### config.mk
export PLATFORM = sky130hd
export DESIGN_NAME = blit2d_engine
export DESIGN_NICKNAME = d
export VERILOG_FILES = /design/src/rtl/blit_pkg.sv /design/src/rtl/blit_walker.sv /design/src/rtl/blit_flags.sv /design/src/rtl/blit2d_engine.sv
export SDC_FILE = /design/constraint.sdc
export NUM_CORES = 1
export LEC_CHECK = 0
export BUFFER_PORTS_ARGS = -buffer_cell sky130_fd_sc_hd__buf_2
export CORE_MARGIN = 2
export CORE_UTILIZATION = 54
export CTS_CLUSTER_SIZE = 20
export DETAILED_ROUTE_END_ITERATION = 8
export PLACE_DENSITY = 0.85
export SLEW_MARGIN = 30
export SYNTH_ARGS = -nofsm -noshare
export SYNTH_HDL_FRONTEND = slang
export SYNTH_SLANG_ARGS = --single-unit
### constraint.sdc
create_clock -name clk -period 4 [get_ports clk]
set_clock_uncertainty 0.1 [all_clocks]
set_input_delay 0.8 -clock clk [delete_from_list [all_inputs] [get_ports clk]]
set_output_delay 0.8 -clock clk [all_outputs]
set_load 0.02 [all_outputs]
### src/rtl/blit_pkg.sv
package blit_pkg;

  // words in one source/destination row
  function automatic int unsigned row_words(int unsigned w, int unsigned bpp,
                                            int unsigned step);
    return (w * bpp) / step;
  endfunction

  // first destination byte address, column forced even
  function automatic int unsigned dst_origin(int unsigned base, int unsigned x,
                                             int unsigned y, int unsigned fbw,
                                             int unsigned bpp);
    return base + (x & ~32'd1) * bpp + y * fbw * bpp;
  endfunction

  // address increment applied after the last word of a row
  function automatic int unsigned row_jump(int unsigned w, int unsigned fbw,
                                           int unsigned bpp, int unsigned step);
    return (fbw - w) * bpp + step;
  endfunction

  function automatic logic geometry_bad(int unsigned w, int unsigned h,
                                        int unsigned bpp);
    return (((w * bpp) & 32'd1) != 0) || (w == 0) || (h == 0);
  endfunction

endpackage

### src/rtl/blit_walker.sv
module blit_walker #(
  parameter int ADDR_W = 20,
  parameter int CNT_W  = 10,
  parameter int STEP   = 2
) (
  input  logic              clk,
  input  logic              rst_n,
  input  logic              load,
  input  logic [ADDR_W-1:0] base,
  input  logic [CNT_W-1:0]  inner,
  input  logic [CNT_W-1:0]  outer,
  input  logic [ADDR_W-1:0] jump,
  input  logic              advance,
  output logic [ADDR_W-1:0] addr,
  output logic              row_end,
  output logic              last
);
  logic [CNT_W-1:0]  col_q, row_q, inner_q, outer_q;
  logic [ADDR_W-1:0] jump_q;

  assign row_end = (col_q == inner_q - CNT_W'(1));
  assign last    = row_end && (row_q == outer_q - CNT_W'(1));

  always_ff @(posedge clk or negedge rst_n) begin
    if (!rst_n) begin
      addr    <= '0;
      col_q   <= '0;
      row_q   <= '0;
      inner_q <= '0;
      outer_q <= '0;
      jump_q  <= '0;
    end else if (load) begin
      addr    <= base;
      col_q   <= '0;
      row_q   <= '0;
      inner_q <= inner;
      outer_q <= outer;
      jump_q  <= jump;
    end else if (advance) begin
      if (row_end) begin
        col_q <= '0;
        row_q <= row_q + CNT_W'(1);
        addr  <= addr + jump_q;
      end else begin
        col_q <= col_q + CNT_W'(1);
        addr  <= addr + ADDR_W'(STEP);
      end
    end
  end

  // ordinary step inside a row
  a_r3_inner_step: assert property (@(posedge clk) disable iff (!rst_n)
    (advance && !load && !row_end) |=> (addr == $past(addr) + ADDR_W'(STEP)));
  // row seam uses the latched jump
  a_r3_row_jump: assert property (@(posedge clk) disable iff (!rst_n)
    (advance && !load && row_end) |=> (addr == $past(addr) + $past(jump_q)));
endmodule

### src/rtl/blit_flags.sv
module blit_flags (
  input  logic clk,
  input  logic rst_n,
  input  logic set_done,
  input  logic set_err,
  input  logic clr_done,
  input  logic clr_err,
  output logic done,
  output logic err
);
  always_ff @(posedge clk or negedge rst_n) begin
    if (!rst_n) begin
      done <= 1'b0;
      err  <= 1'b0;
    end else begin
      if (set_done)      done <= 1'b1;
      else if (clr_done) done <= 1'b0;
      if (set_err)       err  <= 1'b1;
      else if (clr_err)  err  <= 1'b0;
    end
  end

  a_r8_clear_done: assert property (@(posedge clk) disable iff (!rst_n)
    (clr_done && !set_done) |=> !done);
  a_r8_clear_err: assert property (@(posedge clk) disable iff (!rst_n)
    (clr_err && !set_err) |=> !err);
endmodule

### src/rtl/blit2d_engine.sv
module blit2d_engine #(
  parameter int ADDR_W = 20,
  parameter int DATA_W = 16,
  parameter int FB_W   = 320,
  parameter int BPP    = 3,
  parameter int DIM_W  = 9
) (
  input  logic              clk,
  input  logic              rst_n,
  input  logic              start,
  input  logic [ADDR_W-1:0] src_base,
  input  logic [ADDR_W-1:0] dst_base,
  input  logic [DIM_W-1:0]  width,
  input  logic [DIM_W-1:0]  height,
  input  logic [DIM_W-1:0]  pos_x,
  input  logic [DIM_W-1:0]  pos_y,
  input  logic              clr_done,
  input  logic              clr_err,
  output logic              busy,
  output logic              done,
  output logic              err,
  output logic              rd_req,
  output logic [ADDR_W-1:0] rd_addr,
  input  logic              rd_ready,
  input  logic [DATA_W-1:0] rd_data,
  output logic              wr_req,
  output logic [ADDR_W-1:0] wr_addr,
  output logic [DATA_W-1:0] wr_data,
  input  logic              wr_ready
);
  import blit_pkg::*;

  localparam int STEP  = DATA_W / 8;
  localparam int CNT_W = $clog2(FB_W * BPP / STEP + 1) > DIM_W ?
                         $clog2(FB_W * BPP / STEP + 1) : DIM_W;

  logic              busy_q, fetch_done_q, buf_full_q;
  logic [DATA_W-1:0] buf_q;
  logic              start_ok, bad, launch, reject;
  logic              rd_fire, wr_fire, finish;
  logic              src_last, dst_last, src_row_end, dst_row_end;
  logic [CNT_W-1:0]  inner_cnt, outer_cnt;
  logic [ADDR_W-1:0] dst_start, dst_jump;

  assign start_ok  = start && !busy_q;
  assign bad       = geometry_bad(32'(width), 32'(height), BPP);
  assign launch    = start_ok && !bad;
  assign reject    = start_ok && bad;
  assign inner_cnt = CNT_W'(row_words(32'(width), BPP, STEP));
  assign outer_cnt = CNT_W'(height);
  assign dst_start = ADDR_W'(dst_origin(32'(dst_base), 32'(pos_x), 32'(pos_y), FB_W, BPP));
  assign dst_jump  = ADDR_W'(row_jump(32'(width), FB_W, BPP, STEP));

  assign rd_req  = busy_q && !fetch_done_q && !buf_full_q;
  assign wr_req  = buf_full_q;
  assign wr_data = buf_q;
  assign busy    = busy_q;
  assign rd_fire = rd_req && rd_ready;
  assign wr_fire = wr_req && wr_ready;
  assign finish  = wr_fire && dst_last;

  blit_walker #(.ADDR_W(ADDR_W), .CNT_W(CNT_W), .STEP(STEP)) u_src (
    .clk(clk), .rst_n(rst_n), .load(launch), .base(src_base),
    .inner(inner_cnt), .outer(outer_cnt), .jump(ADDR_W'(STEP)),
    .advance(rd_fire), .addr(rd_addr), .row_end(src_row_end), .last(src_last));

  blit_walker #(.ADDR_W(ADDR_W), .CNT_W(CNT_W), .STEP(STEP)) u_dst (
    .clk(clk), .rst_n(rst_n), .load(launch), .base(dst_start),
    .inner(inner_cnt), .outer(outer_cnt), .jump(dst_jump),
    .advance(wr_fire), .addr(wr_addr), .row_end(dst_row_end), .last(dst_last));

  blit_flags u_flags (
    .clk(clk), .rst_n(rst_n), .set_done(finish), .set_err(reject),
    .clr_done(clr_done), .clr_err(clr_err), .done(done), .err(err));

  always_ff @(posedge clk or negedge rst_n) begin
    if (!rst_n) begin
      busy_q       <= 1'b0;
      fetch_done_q <= 1'b0;
      buf_full_q   <= 1'b0;
      buf_q        <= '0;
    end else if (launch) begin
      busy_q       <= 1'b1;
      fetch_done_q <= 1'b0;
      buf_full_q   <= 1'b0;
    end else if (busy_q) begin
      if (rd_fire) begin
        buf_q      <= rd_data;
        buf_full_q <= 1'b1;
        if (src_last) fetch_done_q <= 1'b1;
      end
      if (wr_fire) begin
        buf_full_q <= 1'b0;
        if (dst_last) busy_q <= 1'b0;
      end
    end
  end

  a_r7_done_after_last: assert property (@(posedge clk) disable iff (!rst_n)
    finish |=> (done && !busy));
  a_r6_bad_geometry: assert property (@(posedge clk) disable iff (!rst_n)
    reject |=> (err && !busy && !rd_req && !wr_req));
  a_r5_single_word: assert property (@(posedge clk) disable iff (!rst_n)
    rd_fire |=> (wr_req && !rd_req && wr_data == $past(rd_data)));
  a_r10_write_hold: assert property (@(posedge clk) disable iff (!rst_n)
    (wr_req && !wr_ready) |=> (wr_req && $stable(wr_addr) && $stable(wr_data)));
  a_r10_read_hold: assert property (@(posedge clk) disable iff (!rst_n)
    (rd_req && !rd_ready) |=> (rd_req && $stable(rd_addr)));
  a_r9_start_while_busy: assert property (@(posedge clk) disable iff (!rst_n)
    (start && busy && !finish) |=> busy);
endmodule

---- Word level (Yosys, flattened, before mapping) ----
Cells that the tools add are included.
storage, ports and cells
  flip-flop bits (word level) ............. 136
  memories ................................ 0
  input bits .............................. 99
  bits in read-only memories .............. 0
  bits in latches ......................... 0
  RAM bits ................................ 0
  logic and storage cells ................. 106
operators by class
  $lt $le $gt $ge ......................... 0
  multiply operators ...................... 5
  reductions and logical operators ........ 32
  shifts and indexed selects .............. 0
  bitwise logic cells ..................... 1
  add/sub/neg operators ................... 14
  equality and inequality tests ........... 4
  multiplexer cells ....................... 34
  div/mod/pow operators ................... 0
operator list
  operator                                                              number
  20-bit two-way mux                                                    6
  9-bit two-way mux                                                     12
  20-bit by 2-bit adder with 20-bit output, second input constant       2
  20-bit adder                                                          2
  9-bit by 1-bit adder with 9-bit output, second input constant         4
  9-bit equality test                                                   4
  20-bit by 11-bit adder with 20-bit output                             1
  20-bit by 2-bit adder with 20-bit output                              1
  9-bit logical NOT                                                     2
  9-bit by 1-bit subtractor with 9-bit output, second input constant    2
  1-bit two-way mux                                                     16
  2-bit nonzero test                                                    8
  13-bit by 3-bit adder with 14-bit output, second input constant       1
  12-bit by 2-bit multiplier with 14-bit output, second input constant  1
  10-bit by 3-bit multiplier with 13-bit output, second input constant  1
  9-bit by 3-bit multiplier with 12-bit output, second input constant   1
  1-bit logical AND                                                     10
  8-bit by 2-bit multiplier with 10-bit output, second input constant   1
  9-bit by 2-bit multiplier with 10-bit output, second input constant   1
  9-bit by 9-bit subtractor with 10-bit output, first input constant    1
  2-bit AND reduction                                                   3
  3-bit AND reduction                                                   2
  1-bit logical NOT                                                     4
  3-bit nonzero test                                                    1
  other kinds (2)                                                       3

---- Depth between registers and ports, before layout ----
  depth after elaboration ................. 8
  gate-level depth with buffers ........... 22
  mapped depth without buffers ............ 22

---- Modules after synthesis ----
From an unflattened synthesis, not the netlist that was laid out.
unflattened totals
  cell total of the unflattened synthesis .. 1,691
  area, all modules ....................... 15,124.5 sq um
by module, submodules not included
  module         area an instance (sq um)  times used  seq. area each (sq um)  cells an instance
  blit_walker    5,464.0                   2           1,901.8                 607
  blit2d_engine  4,124.0                   1           475.5                   471
  blit_flags     72.6                      1           50.0                    6

---- Worst setup path after synthesis ----
OpenSTA, ideal clock, no wires.
  path kind ............................... input to register
  start ................................... input pos_y[1]
  end ..................................... register u_dst.addr[19]
  slack ................................... -0.944 ns
  data required time ...................... 3.816 ns
  cell stages on the path ................. 19
  library setup time ...................... 0.084 ns
  data arrival time ....................... 4.760 ns
  path buffers ............................ 0
  cells stage by stage .................... ha_1 -> ha_1 -> fa_1 -> a21o_1 -> a21oi_1 -> xnor2_1 -> ha_1 -> a21oi_1 -> o21ai_0 -> xor2_1 -> ha_1 -> ha_1 -> and4_1 -> a211o_1 -> a21o_1 -> a21oi_1 -> o21ai_0 -> xnor2_1 -> a21boi_0
between the ends
  longest elaborated chain between the ends .. 4
RTL lines
  what                                           line                 text
  start, declared                                blit2d_engine.sv:16  input logic [DIM_W-1:0] pos_y,
  9-bit by 3-bit multiplier with 12-bit output   blit_pkg.sv:13       return base + (x & ~32'd1) * bpp + y * fbw * bpp;
  12-bit by 2-bit multiplier with 14-bit output  blit_pkg.sv:13
  20-bit adder                                   blit_pkg.sv:13
  20-bit two-way mux                             blit_walker.sv:32    end else if (load) begin
  end signal, assigned                           blit_walker.sv:33    addr <= base;
  end signal, assigned                           blit_walker.sv:43    addr <= addr + jump_q;
  end signal, assigned                           blit_walker.sv:46    addr <= addr + ADDR_W'(STEP);
  end, declared                                  blit_walker.sv:14    output logic [ADDR_W-1:0] addr,
Every way passes these cells.
A chain may end at the register's enable or synchronous reset.

---- Final worst setup path ----
  start ................................... input pos_y[3]
  end ..................................... register u_dst.addr[19]
The elaborated chain is that of the path after synthesis.

==> metrics <==
CTS tree yes; drt total wl 34000 um; clock-pin slew on the worst setup and hold paths 0.07 ns; Hold Crit Class in -> async; CP Capture Type flop; clk_lat worst skew 0.43 ns; clock net sink count 130; area of the multi-input gates 0.00794 mm2; TritonRoute pass-1 iters 6; Slew Limit Fails 0; final net count 1800; cell mode on critical path ha_4; HPWL after DPL 21600 um; Core Util, Final 70.0%; Worst slew margin 49.1%; Initial Util 54.8%; leakage 6.73 nW; CP peak stage delay 0.47 ns; post-synthesis cell area 0.0111 mm2; total gr overflow 0; Worst-Margin Slew 0.761 ns; DR WL/cell 18.4 um; Worst setup SP type primary input; largest net degree at the start of global routing 53; period utilization 116%; TritonCTS Buffers 17; Placer Congestion 0.921; Final Hold Viols 0; Cell variety after synth 72; first-pass GRT wire length 51300 um; Final setup viols 9; worst hold slack 0.291 ns; placeable core area 0.0202 mm2; IO Pins 160; via count 11200; gr usage total 28.8%; Syn Nets 1549; CTS H-tree depth 4; crit-path max FO 2; CP Cell Sequence buf_6 > ha_4 > ha_4 > fa_2 > ha_4 > inv_4 > o21ai_2 > a21oi_4 > xnor2_1 > ha_1 > ha_1 > a21o_1 > a21oi_2 > nor2b_1 > a211o_1 > a21o_1 > a21oi_2 > o21ai_1 > xnor2_1 > a21boi_1; Max Cap Viol 0; Mapped Cells 1312; ys async rst share 100%; Fin Setup TNS -4.22 ns; ant diodes 0; Routed Antenna Nets 0; commonest non-fill, non-tap cell in the layout nand2_1; Max VDD drop 0.00110 V; top_reg_cell synth dfrtp_1; commonest non-fill, non-tap cells in the layout 166 x nand2_1, 152 x buf_2, 130 x dfrtp_1; Crit Path Category in -> reg; Iter 0 DRT Violations 991; Storage cell area 0.00325 mm2; share of post-route cells with drive strength above 1 25.6%; Critical Path AT 4.85 ns; Max Clk Rate 0.215 GHz; vias per cell 6.07; minimum clock period 4.64 ns; drt drc 0; initial antenna violation count 2; die area 0.0216 mm2; EDFF count, synth 0; PwrDens 768 mW/mm2; slowest CP cell fa_2; vias in the first global route 10800; status finished, violations left; #FFs+latches synth 130; I/O Buffers 158; Clock Path Buffers 2; Die X 147 um; Die Ht 147 um; root buf cell clkbuf_16; failing checks negative setup slack; Yosys warnings 0; post-synthesis sequential area ratio 29.4%; hold_buf cts 0; pre-CTS setup slack -0.977 ns; syn avg cell area 8.42 um2; Final Worst Setup Slack -0.644 ns; Rows 52; RSZ-0062 raised after global routing yes; synth-to-layout area growth 27.8%; CP required 4.20 ns; Power, Total 10.8 mW; Filler cells 1408
## metrics by stage
stage	cells	area, um2
final	1846	14100
after global routing	1846	14100
after CTS	1840	13800
after detailed placement	1798	13000
after global placement	1798	13000
after floorplan	1312	11200
## synth_stat cells (24+ instances only)
library cell | count | area, um2
a21oi_1 | 81 | 405
inv_1 | 64 | 240
nor2_1 | 97 | 364
dfrtp_1 | 130 | 3250
a21o_1 | 30 | 225
and3_1 | 24 | 150
ha_1 | 127 | 1590
o21ai_0 | 93 | 465
xnor2_1 | 75 | 657
nor3_1 | 33 | 165
nand2_1 | 170 | 638
clkbuf_1 | 32 | 120
nand3_1 | 43 | 215
xor2_1 | 61 | 534
## worst max-delay path, delay by kind of cell
family                     cells  cell delay, ns
AOI/OAI and AO/OA              9            1.42
xor gates and xnor gates       2            0.53
adders and majority gates      6            1.86
buffers and inverters          2            0.15
and+or+nand+nor                1            0.07
## state kept, by name, summed over array words and instances, names as in the netlist, 14 cells and up
name	cells
u_src.addr	20
wr_data	16
u_dst.jump_q	14
u_dst.addr	20
## what timing repair did
item	4_1_cts	5_1_grt
buffers inserted	10	6
setup endpoints to repair	7	16
resized for setup	44	49
pin swaps	44	38
## kinds of logic after synthesis
kind of cell	count (synthesis)	share of synthesized area, %
buffers and inverters	108	3.84
AND/OR/NAND/NOR	469	20.3
multiplexers	5	0.453
flip-flops	130	29.4
AO/OA/AOI/OAI	325	18.6
XOR/XNOR	137	11.0
adder cells (fa/ha/maj)	138	16.4
## layer usage
metal	wire, um	global-route usage (%)
met1	12900	35.0
met2	16200	49.7
met3	2890	5.40
met4	1960	13.4
met5	23	0
## final cells by class
type,count,area share (%)
clock buffers,18,3.11
clock inverters,14,0.939
inverters,64,1.74
multi-input cells,1074,56.2
flip-flops and latches,130,23.0
well taps,270,2.39
repair buffers,276,12.6
## worst paths after layout
kind / endpoint / cells past startpoint / start / slack [ns]
worst max register to register: u_src.addr[11] / 14 / u_src.inner_q[0] / 0.36
worst min register to register: wr_data[0] / 2 / wr_data[0] / 0.37
worst min-delay path: u_src.outer_q[6] / 1 / rst_n / 0.29
max in group asynchronous: u_dst.addr[18] / 2 / rst_n / 2.61
min in group clk: wr_data[0] / 2 / wr_data[0] / 0.37
worst max-delay path: u_dst.addr[19] / 20 / pos_y[3] / -0.64
## power breakdown
part	total, mW	switching (mW)	internal (mW)
Combinational	6.92	3.79	3.13
Clock	1.52	0.683	0.839
Sequential	2.40	0.626	1.77
Total	10.8	5.09	5.75
Power figures use the tool's default switching activity.
